--- src/rtl/deferExcPkg.sv ---
package deferExcPkg;
  typedef enum logic [1:0] {
    KIND_OTHER = 2'b00,
    KIND_MUL   = 2'b01,
    KIND_ADD   = 2'b10,
    KIND_XFER  = 2'b11
  } opKindT;

  typedef struct packed {
    logic capLoad;
    logic capClear;
  } pathStrobeT;
endpackage

--- src/rtl/deferExcPath.sv ---
module deferExcPath
  import deferExcPkg::*;
#(
  parameter int WORD_W = 32,
  parameter int EXP_W  = 8,
  parameter int REG_W  = 5,
  parameter int NUM_FIELDS = 3,
  parameter int ITER_W = 3,
  parameter int TGT_W  = 3
) (
  input  logic              clk,
  input  logic              rstN,
  input  logic [WORD_W-1:0] issueWord,
  input  logic [EXP_W-1:0]  expA,
  input  logic [EXP_W-1:0]  expB,
  input  logic [ITER_W-1:0] iterIdx,
  input  pathStrobeT        strobe,
  output opKindT            kind,
  output logic [TGT_W-1:0]  xferTarget,
  output logic              potExc,
  output logic [WORD_W-1:0] capWord
);
  localparam int BIAS     = (1 << (EXP_W - 1)) - 1;
  localparam int SUM_W    = EXP_W + 2;
  localparam int OVF_SUM  = 3 * BIAS;   // unbiased sum >= BIAS
  localparam int UNF_SUM  = BIAS + 1;   // unbiased sum <= -(BIAS-1)
  localparam int FIELD_LO = REG_W * NUM_FIELDS;

  logic [SUM_W-1:0]  expSum;
  logic              mulRisk, addRisk;
  logic [WORD_W-1:0] adjWord;

  assign kind       = opKindT'(issueWord[WORD_W-1 -: 2]);
  assign xferTarget = issueWord[WORD_W-3 -: TGT_W];

  always_comb begin
    expSum  = SUM_W'(expA) + SUM_W'(expB);
    mulRisk = (expSum >= SUM_W'(OVF_SUM)) || (expSum <= SUM_W'(UNF_SUM));
    addRisk = (&expA) || (&expB);
    unique case (kind)
      KIND_MUL: potExc = mulRisk;
      KIND_ADD: potExc = addRisk;
      default:  potExc = 1'b0;
    endcase
  end

  // Re-point each register field to the flagged vector iteration
  assign adjWord[WORD_W-1:FIELD_LO] = issueWord[WORD_W-1:FIELD_LO];
  for (genvar f = 0; f < NUM_FIELDS; f++) begin : g_field
    assign adjWord[f*REG_W +: REG_W] =
      issueWord[f*REG_W +: REG_W] + REG_W'(iterIdx);
  end

  always_ff @(posedge clk) begin
    if (!rstN)                  capWord <= '0;
    else if (strobe.capLoad)    capWord <= adjWord;
    else if (strobe.capClear)   capWord <= '0;
  end

  assert_cap_clear_R8: assert property (@(posedge clk) disable iff (!rstN)
    strobe.capClear |=> (capWord == '0));
  assert_cap_hold_R6: assert property (@(posedge clk) disable iff (!rstN)
    (!strobe.capLoad && !strobe.capClear) |=> $stable(capWord));
endmodule

--- src/rtl/deferExcCtrl.sv ---
module deferExcCtrl
  import deferExcPkg::*;
#(
  parameter int TGT_W      = 3,
  parameter int EXEMPT_MAX = 2
) (
  input  logic             clk,
  input  logic             rstN,
  input  logic             issueValid,
  input  opKindT           kind,
  input  logic [TGT_W-1:0] xferTarget,
  input  logic             potExc,
  input  logic             regWrEn,
  input  logic             ctrlWrFlag,
  output pathStrobeT       strobe,
  output logic             accept,
  output logic             bounce,
  output logic             excFlag
);
  logic exempt, doBounce, doAccept, setNow, clearNow;

  always_comb begin
    exempt   = (kind == KIND_XFER) && (xferTarget <= TGT_W'(EXEMPT_MAX));
    doBounce = issueValid && excFlag && !exempt;
    doAccept = issueValid && !doBounce;
    setNow   = doAccept && potExc;
    clearNow = regWrEn && !ctrlWrFlag;
    strobe.capLoad  = setNow;
    strobe.capClear = clearNow && !setNow;
  end

  always_ff @(posedge clk) begin
    if (!rstN) begin
      accept  <= 1'b0;
      bounce  <= 1'b0;
      excFlag <= 1'b0;
    end else begin
      accept <= doAccept;
      bounce <= doBounce;
      if (setNow)        excFlag <= 1'b1;
      else if (clearNow) excFlag <= 1'b0;
    end
  end

  assert_one_resp_R2: assert property (@(posedge clk) disable iff (!rstN)
    issueValid |=> (accept ^ bounce));
  assert_no_resp_R2: assert property (@(posedge clk) disable iff (!rstN)
    !issueValid |=> (!accept && !bounce));
  assert_bounce_needs_flag_R6: assert property (@(posedge clk) disable iff (!rstN)
    bounce |-> $past(excFlag));
  assert_exempt_accept_R7: assert property (@(posedge clk) disable iff (!rstN)
    (issueValid && kind == KIND_XFER && xferTarget <= TGT_W'(EXEMPT_MAX)) |=> accept);
  assert_flag_sticky_R10: assert property (@(posedge clk) disable iff (!rstN)
    (excFlag && !(regWrEn && !ctrlWrFlag)) |=> excFlag);
  assert_first_only_R5: assert property (@(posedge clk) disable iff (!rstN)
    strobe.capLoad |-> !excFlag);
endmodule

--- src/rtl/deferExcBounce.sv ---
module deferExcBounce
  import deferExcPkg::*;
#(
  parameter int WORD_W = 32,
  parameter int EXP_W  = 8,
  parameter int ITER_W = 3
) (
  input  logic              clk,
  input  logic              rstN,
  input  logic              issueValid,
  input  logic [WORD_W-1:0] issueWord,
  input  logic [EXP_W-1:0]  expA,
  input  logic [EXP_W-1:0]  expB,
  input  logic [ITER_W-1:0] iterIdx,
  input  logic              regWrEn,
  input  logic              ctrlWrFlag,
  output logic              accept,
  output logic              bounce,
  output logic              excFlag,
  output logic [WORD_W-1:0] capWord
);
  localparam int TGT_W = 3;

  pathStrobeT       strobe;
  opKindT           kind;
  logic [TGT_W-1:0] xferTarget;
  logic             potExc;

  deferExcPath #(.WORD_W(WORD_W), .EXP_W(EXP_W), .ITER_W(ITER_W), .TGT_W(TGT_W)) uPath (
    .clk(clk), .rstN(rstN), .issueWord(issueWord), .expA(expA), .expB(expB),
    .iterIdx(iterIdx), .strobe(strobe), .kind(kind), .xferTarget(xferTarget),
    .potExc(potExc), .capWord(capWord)
  );

  deferExcCtrl #(.TGT_W(TGT_W)) uCtrl (
    .clk(clk), .rstN(rstN), .issueValid(issueValid), .kind(kind),
    .xferTarget(xferTarget), .potExc(potExc), .regWrEn(regWrEn),
    .ctrlWrFlag(ctrlWrFlag), .strobe(strobe), .accept(accept),
    .bounce(bounce), .excFlag(excFlag)
  );
endmodule

--- config.mk ---
export PLATFORM = sky130hd
export DESIGN_NAME = deferExcBounce
export DESIGN_NICKNAME = d
export VERILOG_FILES = /design/src/rtl/deferExcPkg.sv /design/src/rtl/deferExcPath.sv /design/src/rtl/deferExcCtrl.sv /design/src/rtl/deferExcBounce.sv
export SDC_FILE = /design/constraint.sdc
export NUM_CORES = 1
export LEC_CHECK = 0
export BUFFER_PORTS_ARGS = -buffer_cell sky130_fd_sc_hd__buf_4
export CORE_ASPECT_RATIO = 0.5
export CORE_MARGIN = 4
export CORE_UTILIZATION = 25
export DETAILED_ROUTE_END_ITERATION = 16
export PLACE_DENSITY_LB_ADDON = 0.08
export SETUP_SLACK_MARGIN = 0.15
export SYNTH_ARGS = -nofsm -noshare
export SYNTH_HDL_FRONTEND = slang
export SYNTH_HIERARCHICAL = 1
export SYNTH_SLANG_ARGS = --single-unit
--- constraint.sdc ---
create_clock -name clk -period 10.44 [get_ports clk]
set_input_delay 1.044 -clock clk [delete_from_list [all_inputs] [get_ports clk]]
set_output_delay 1.044 -clock clk [all_outputs]
set_load 0.02 [all_outputs]
[Word level (Yosys, flattened, before mapping)]
Cells that the tools add are included.
Storage, ports and cells
  flip-flop bits (word level): 35
Operators by class
  equal/unequal tests: 3
  magnitude comparators: 3
  reduce and logical (&&, ||, !) cells: 17
  muxes and demuxes: 5
  add/subtract/negate cells: 4
Operator list (count)
  2-to-1 mux 32 bit: 2
  AND reduction 8 bit: 2
  adder 5 x 3 -> 5 bit: 3
  greater-or-equal comparator 10 x 9 -> 1 bit, second input constant: 1
  less-or-equal comparator 10 x 8 -> 1 bit, second input constant: 1
  adder 8 x 8 -> 9 bit: 1
  logical AND 1 bit: 7
  equality test 2 bit, second input constant: 2
  logical NOT 1 bit: 4
  nonzero test 2 bit: 2
  less-or-equal comparator 3 x 2 -> 1 bit, second input constant: 1
  equality test 2 x 1 -> 1 bit, second input constant: 1
  logical OR 1 bit: 2
  2-to-1 mux 1 bit: 2
  one-hot mux 1 bit (2 select lines): 1

[Logic depth before layout (Yosys ltp)]
  depth after elaboration: 11
  mapped depth: 16

[Modules after synthesis]
The synthesis kept the hierarchy.
By module, submodules not included
  deferExcPath: area an instance 2150.8 um^2, instances 1, cells an instance 246
  deferExcCtrl: area an instance 152.6 um^2, instances 1, cells an instance 18

[Least setup slack after synthesis]
Ideal clock, no wire load.
  kind: input to register
  start point: in expA[0]
  end point: reg uPath.capWord[1]
  arrival time: 4.250 ns
  cell stages on the path: 16
  data required time: 10.325 ns
  path slack: 6.074 ns
  path through: ha_1 fa_1 a211oi_1 o21bai_1 xnor2_2 o2111ai_1 or4_1 a311oi_1 nand2_1 nor2b_1 buf_4 clkbuf_1 buf_1 nor3b_1 a21oi_1 nor2b_1
On the way
  word-level cells in the longest chain between the ends: 8
  elaborated cells between the ends (all ways): 12
  classes of those cells: add/sub: 1; order compare: 2; mux: 2; reduce/logical: 7
Ends and longest elaborated chain
  start: declaration: RTL line deferExcBounce.sv:12  | input logic [EXP_W-1:0] expA,
  adder 8 x 8 -> 9 bit: RTL line deferExcPath.sv:37  | expSum = SUM_W'(expA) + SUM_W'(expB);
  greater-or-equal comparator 10 x 9 -> 1 bit or less-or-equal comparator 10 x 8 -> 1 bit (tied branches): RTL line deferExcPath.sv:38  | mulRisk = (expSum >= SUM_W'(OVF_SUM)) || (expSum <= SUM_W'(UNF_SUM));
  logical OR 1 bit: RTL line deferExcPath.sv:38
  one-hot mux 1 bit (2 select lines) *: RTL line deferExcPath.sv:40  | unique case (kind)
  named net potExc: RTL line deferExcBounce.sv:27  | logic potExc;
  logical AND 1 bit *: RTL line deferExcCtrl.sv:26  | setNow = doAccept && potExc;
  named net uCtrl.setNow: RTL line deferExcCtrl.sv:20  | logic exempt, doBounce, doAccept, setNow, clearNow;
  logical NOT 1 bit: RTL line deferExcCtrl.sv:29  | strobe.capClear = clearNow && !setNow;
  logical AND 1 bit: RTL line deferExcCtrl.sv:29
  nonzero test 2 bit (no line)
  end signal: assignment: RTL line deferExcPath.sv:56  | else if (strobe.capLoad) capWord <= adjWord;
  end: declaration: RTL line deferExcPath.sv:21  | output logic [WORD_W-1:0] capWord
Mark *: on every way through the listed nets, which the timed path passes. The rest lies on a longest branch.
A chain may end at the register's enable or synchronous reset.

==> impl_metrics.tcl <==
set metrics [dict create \
    final_nets 421 \
    cp.required_ps 10600 \
    clkPwrFrac_pct 40.7 \
    ctsResizeCount 0 \
    htree_levels 2 \
    cp_max_fo 64 \
    grt_pass1_vias 2082 \
    p_switching_w 0.0000982 \
    fp-row-count 24 \
    drtIter0Drc 75 \
    cts_buffer_depth 2 \
    synth_edf_count 0 \
    post-route-period-util_pct 44.3 \
    endpoint_kind "flop" \
    hp-start "uCtrl/excFlag" \
    dpl.hpwl_mm 4.80 \
    synthFlopType "dfxtp_1" \
    setup_violations 0 \
    drive_above_1_share_pct 29.7 \
    period_minus_slack_ps 4630 \
    fin_setup_tns_ps 0 \
    path_cells "buf_4 > ha_1 > fa_1 > a211oi_1 > o21bai_1 > xnor2_2 > o2111ai_1 > or4_1 > a311oi_1 > nand2_1 > nor2b_4 > buf_4 > nor3b_1 > a21oi_1 > nor2b_1" \
    die_w_um 144 \
    gp_congestion 0.755 \
    grt_max_degree 65 \
    antenna-diode-count 0 \
    skew_ps 2.40 \
    syn_area_um2 2300 \
    fin_total_pwr_w 0.000379 \
    hold_end "uCtrl/excFlag" \
    hold_violations 0 \
    cp_slowest_cell "a311oi_1" \
    async_flop_share_pct 0 \
    cp_data_arrival_time_ps 4790 \
    tritoncts "done" \
    avgSynthCellArea_um2 8.73 \
    p_sw_share_pct 25.9 \
    core_um2 8830 \
    initial_core_util_pct 26.1 \
    drc 0 \
    cts_setup_buffers 0 \
    numClockSinks 35 \
    reg2reg_from "uCtrl/excFlag" \
    worst_skew_pair.late_latency_ps 270 \
    synth-seq-area-share_pct 30.4 \
    setup.worst_path.start_class "primary input" \
    synthAdderAreaFrac_pct 13.8 \
    io_buffers 90 \
    worst_pin_slew_ps 947 \
    path_clk_slew_ps 50 \
    synthSimpleGateAreaFrac_pct 28.0 \
    path_class "primary input to flop" \
    rsz0062_at_grt "false" \
    relSlewSlack_pct 36.8 \
    fillers 936 \
    synth_top_family_by_area "simple AND/OR/NAND/NOR gates" \
    avgRoutedWirePerCell_um 13.6 \
    dieArea_um2 10900 \
    intPower_w 0.000281 \
    drv_slew 0 \
    drt_wl_total_mm 6.25 \
    antenna_found_initial 0 \
    worst_slack_ps 5810 \
    drt-vias-per-instance 4.71 \
    ant_nets 0 \
    holdBufCountCts 0 \
    syn_inst 264 \
    power_density_nw_per_um2 118 \
    ys_warn_count 6 \
    fp.dieH_um 75.9 \
    synthDistinctLibCells 39 \
    outcome "completed" \
    p_seq_share_pct 36.4 \
    critPathMaxStageDelay_ps 560 \
    ys_ff_latch 35 \
    dr_total_vias 2165 \
    grt_overflow 0 \
    cts-root-buf "clkbuf_16" \
    r2r_cells 5 \
    fmax_mhz 216 \
    numCtsBuffers 5 \
    synth_xor_area_share_pct 4.89 \
    hold_class "flop to flop" \
    grt_pass1_wl_mm 9.90 \
    cpLargestDelayFamily "compound AO/OA/AOI/OAI gates" \
    io_pins 91 \
    worstHoldPathCells 2 \
    drv_cap 0 \
    irDropWorstVdd_mv 0.0967 \
    dr.pass1.iters 4 \
    final_common_cell "buf_4" \
    final_cell_mix "91 x buf_4, 38 x a21oi_1, 35 x dfxtp_1" \
    syn2layout_area_growth_pct 39.5 \
    synth_compound_area_share_pct 18.1 \
    crit_buf_inv 2 \
    synth.net_count 343 \
    power_frac_comb_pct 22.9 \
    post-place-ws_ps 5490 \
    reg2reg_slack_ps 8600 \
    rr_endpoint "uPath/capWord[21]" \
    muxShareOfSynthArea_pct 0 \
    power_leakage_nw 1.38 \
    grt_use_total_pct 11.4 \
    critical-path-top-cell-by-count "buf_4" \
]
==> flip-flops by register name (all words and copies together), names as in the netlist <==
signal / count
uCtrl/excFlag: 1
uCtrl/accept: 1
uCtrl/bounce: 1
uPath/capWord: 32
==> worst reg2reg max path, cell delays in order (launching register included) <==
cell and delay [ps]:
dfxtp_1 370, o31ai_1 170, a31oi_4 820, nor3b_1 130, a21oi_1 180, nor2b_1 60
==> per-layer routing <==
layer,global-route usage [%],up-vias,part of all wire [%]
li1,-,1099,-
met4,2.51,0,0.58
met1,13.6,1008,43
met3,3.07,2,6.9
met2,21.0,56,49
met5,0,-,0
==> cells by family after synthesis <==
family	count (synthesis)
AOI/OAI and AO/OA	70
xor gates and xnor gates	12
adders and majority gates	23
buffers and inverters	23
DFF	35
and+or+nand+nor	101
==> synthesized netlist by cell type, types with 2 or more instances <==
master | count | area share, %
or4_1 | 2 | 0.65
o2111ai_1 | 2 | 0.76
xor2_1 | 5 | 1.9
fa_1 | 4 | 3.5
o21ai_0 | 7 | 1.5
a21oi_1 | 38 | 8.3
nor2b_1 | 34 | 9.2
nand4_1 | 5 | 1.4
clkbuf_1 | 9 | 1.5
buf_4 | 6 | 2.0
a21o_1 | 9 | 2.9
nand2b_1 | 3 | 0.81
nor4_1 | 2 | 0.54
o221ai_1 | 2 | 0.76
or3b_1 | 2 | 0.76
inv_1 | 3 | 0.49
nand2_1 | 9 | 1.5
dfxtp_1 | 35 | 30
xnor2_1 | 6 | 2.3
nor3b_1 | 32 | 10
nor3_1 | 2 | 0.43
buf_1 | 4 | 0.65
ha_1 | 19 | 10
a211oi_1 | 4 | 1.3
nor2_1 | 6 | 0.98
==> power by group through the flow <==
stage | combinational [W] | clock [W] | sequential (W)
after floorplan | 0.0000488 | 0 | 0.000145
after CTS | 0.0000880 | 0.000160 | 0.000138
final | 0.0000868 | 0.000154 | 0.000138
after global routing | 0.0000969 | 0.000166 | 0.000139
after global placement | 0.0000866 | 0 | 0.000141
after detailed placement | 0.0000874 | 0 | 0.000141
==> worst max-delay path by stage <==
stage,endpoint,from,cells after the start,slack [ps]
final,uPath/capWord[0],expA[0],15,5810
after CTS,uPath/capWord[23],expA[0],15,5780
after floorplan,uPath/capWord[1],expA[0],16,6070
after global routing,uPath/capWord[21],expA[0],15,5390
after global placement,uPath/capWord[2],expA[0],15,5640
after detailed placement,uPath/capWord[23],expA[0],15,5490
==> stage by stage <==
step | hold slack, ps | area, um2 | instances | utilization, %
2_1_floorplan | 597 | 2300 | 264 | -
3_3_place_gp | 568 | 3060 | 452 | 34.6
3_5_place_dp | 585 | 3060 | 452 | 34.6
4_1_cts | 606 | 3210 | 460 | 36.4
5_1_grt | 665 | 3210 | 460 | 36.4
6_report | 607 | 3210 | 460 | 36.4
==> layout make-up <==
| cell class | count | area (um2) | area share (%) |
|---|---|---|---|
| multi-input cells | 206 | 1520 | 47.2 |
| flip-flops and latches | 35 | 701 | 21.8 |
| repair buffers | 91 | 683 | 21.3 |
| clock buffers | 8 | 156 | 4.87 |
| well taps | 117 | 146 | 4.56 |
| inverters | 3 | 11.3 | 0.350 |
Note: power is estimated with default switching activity, not from simulation.
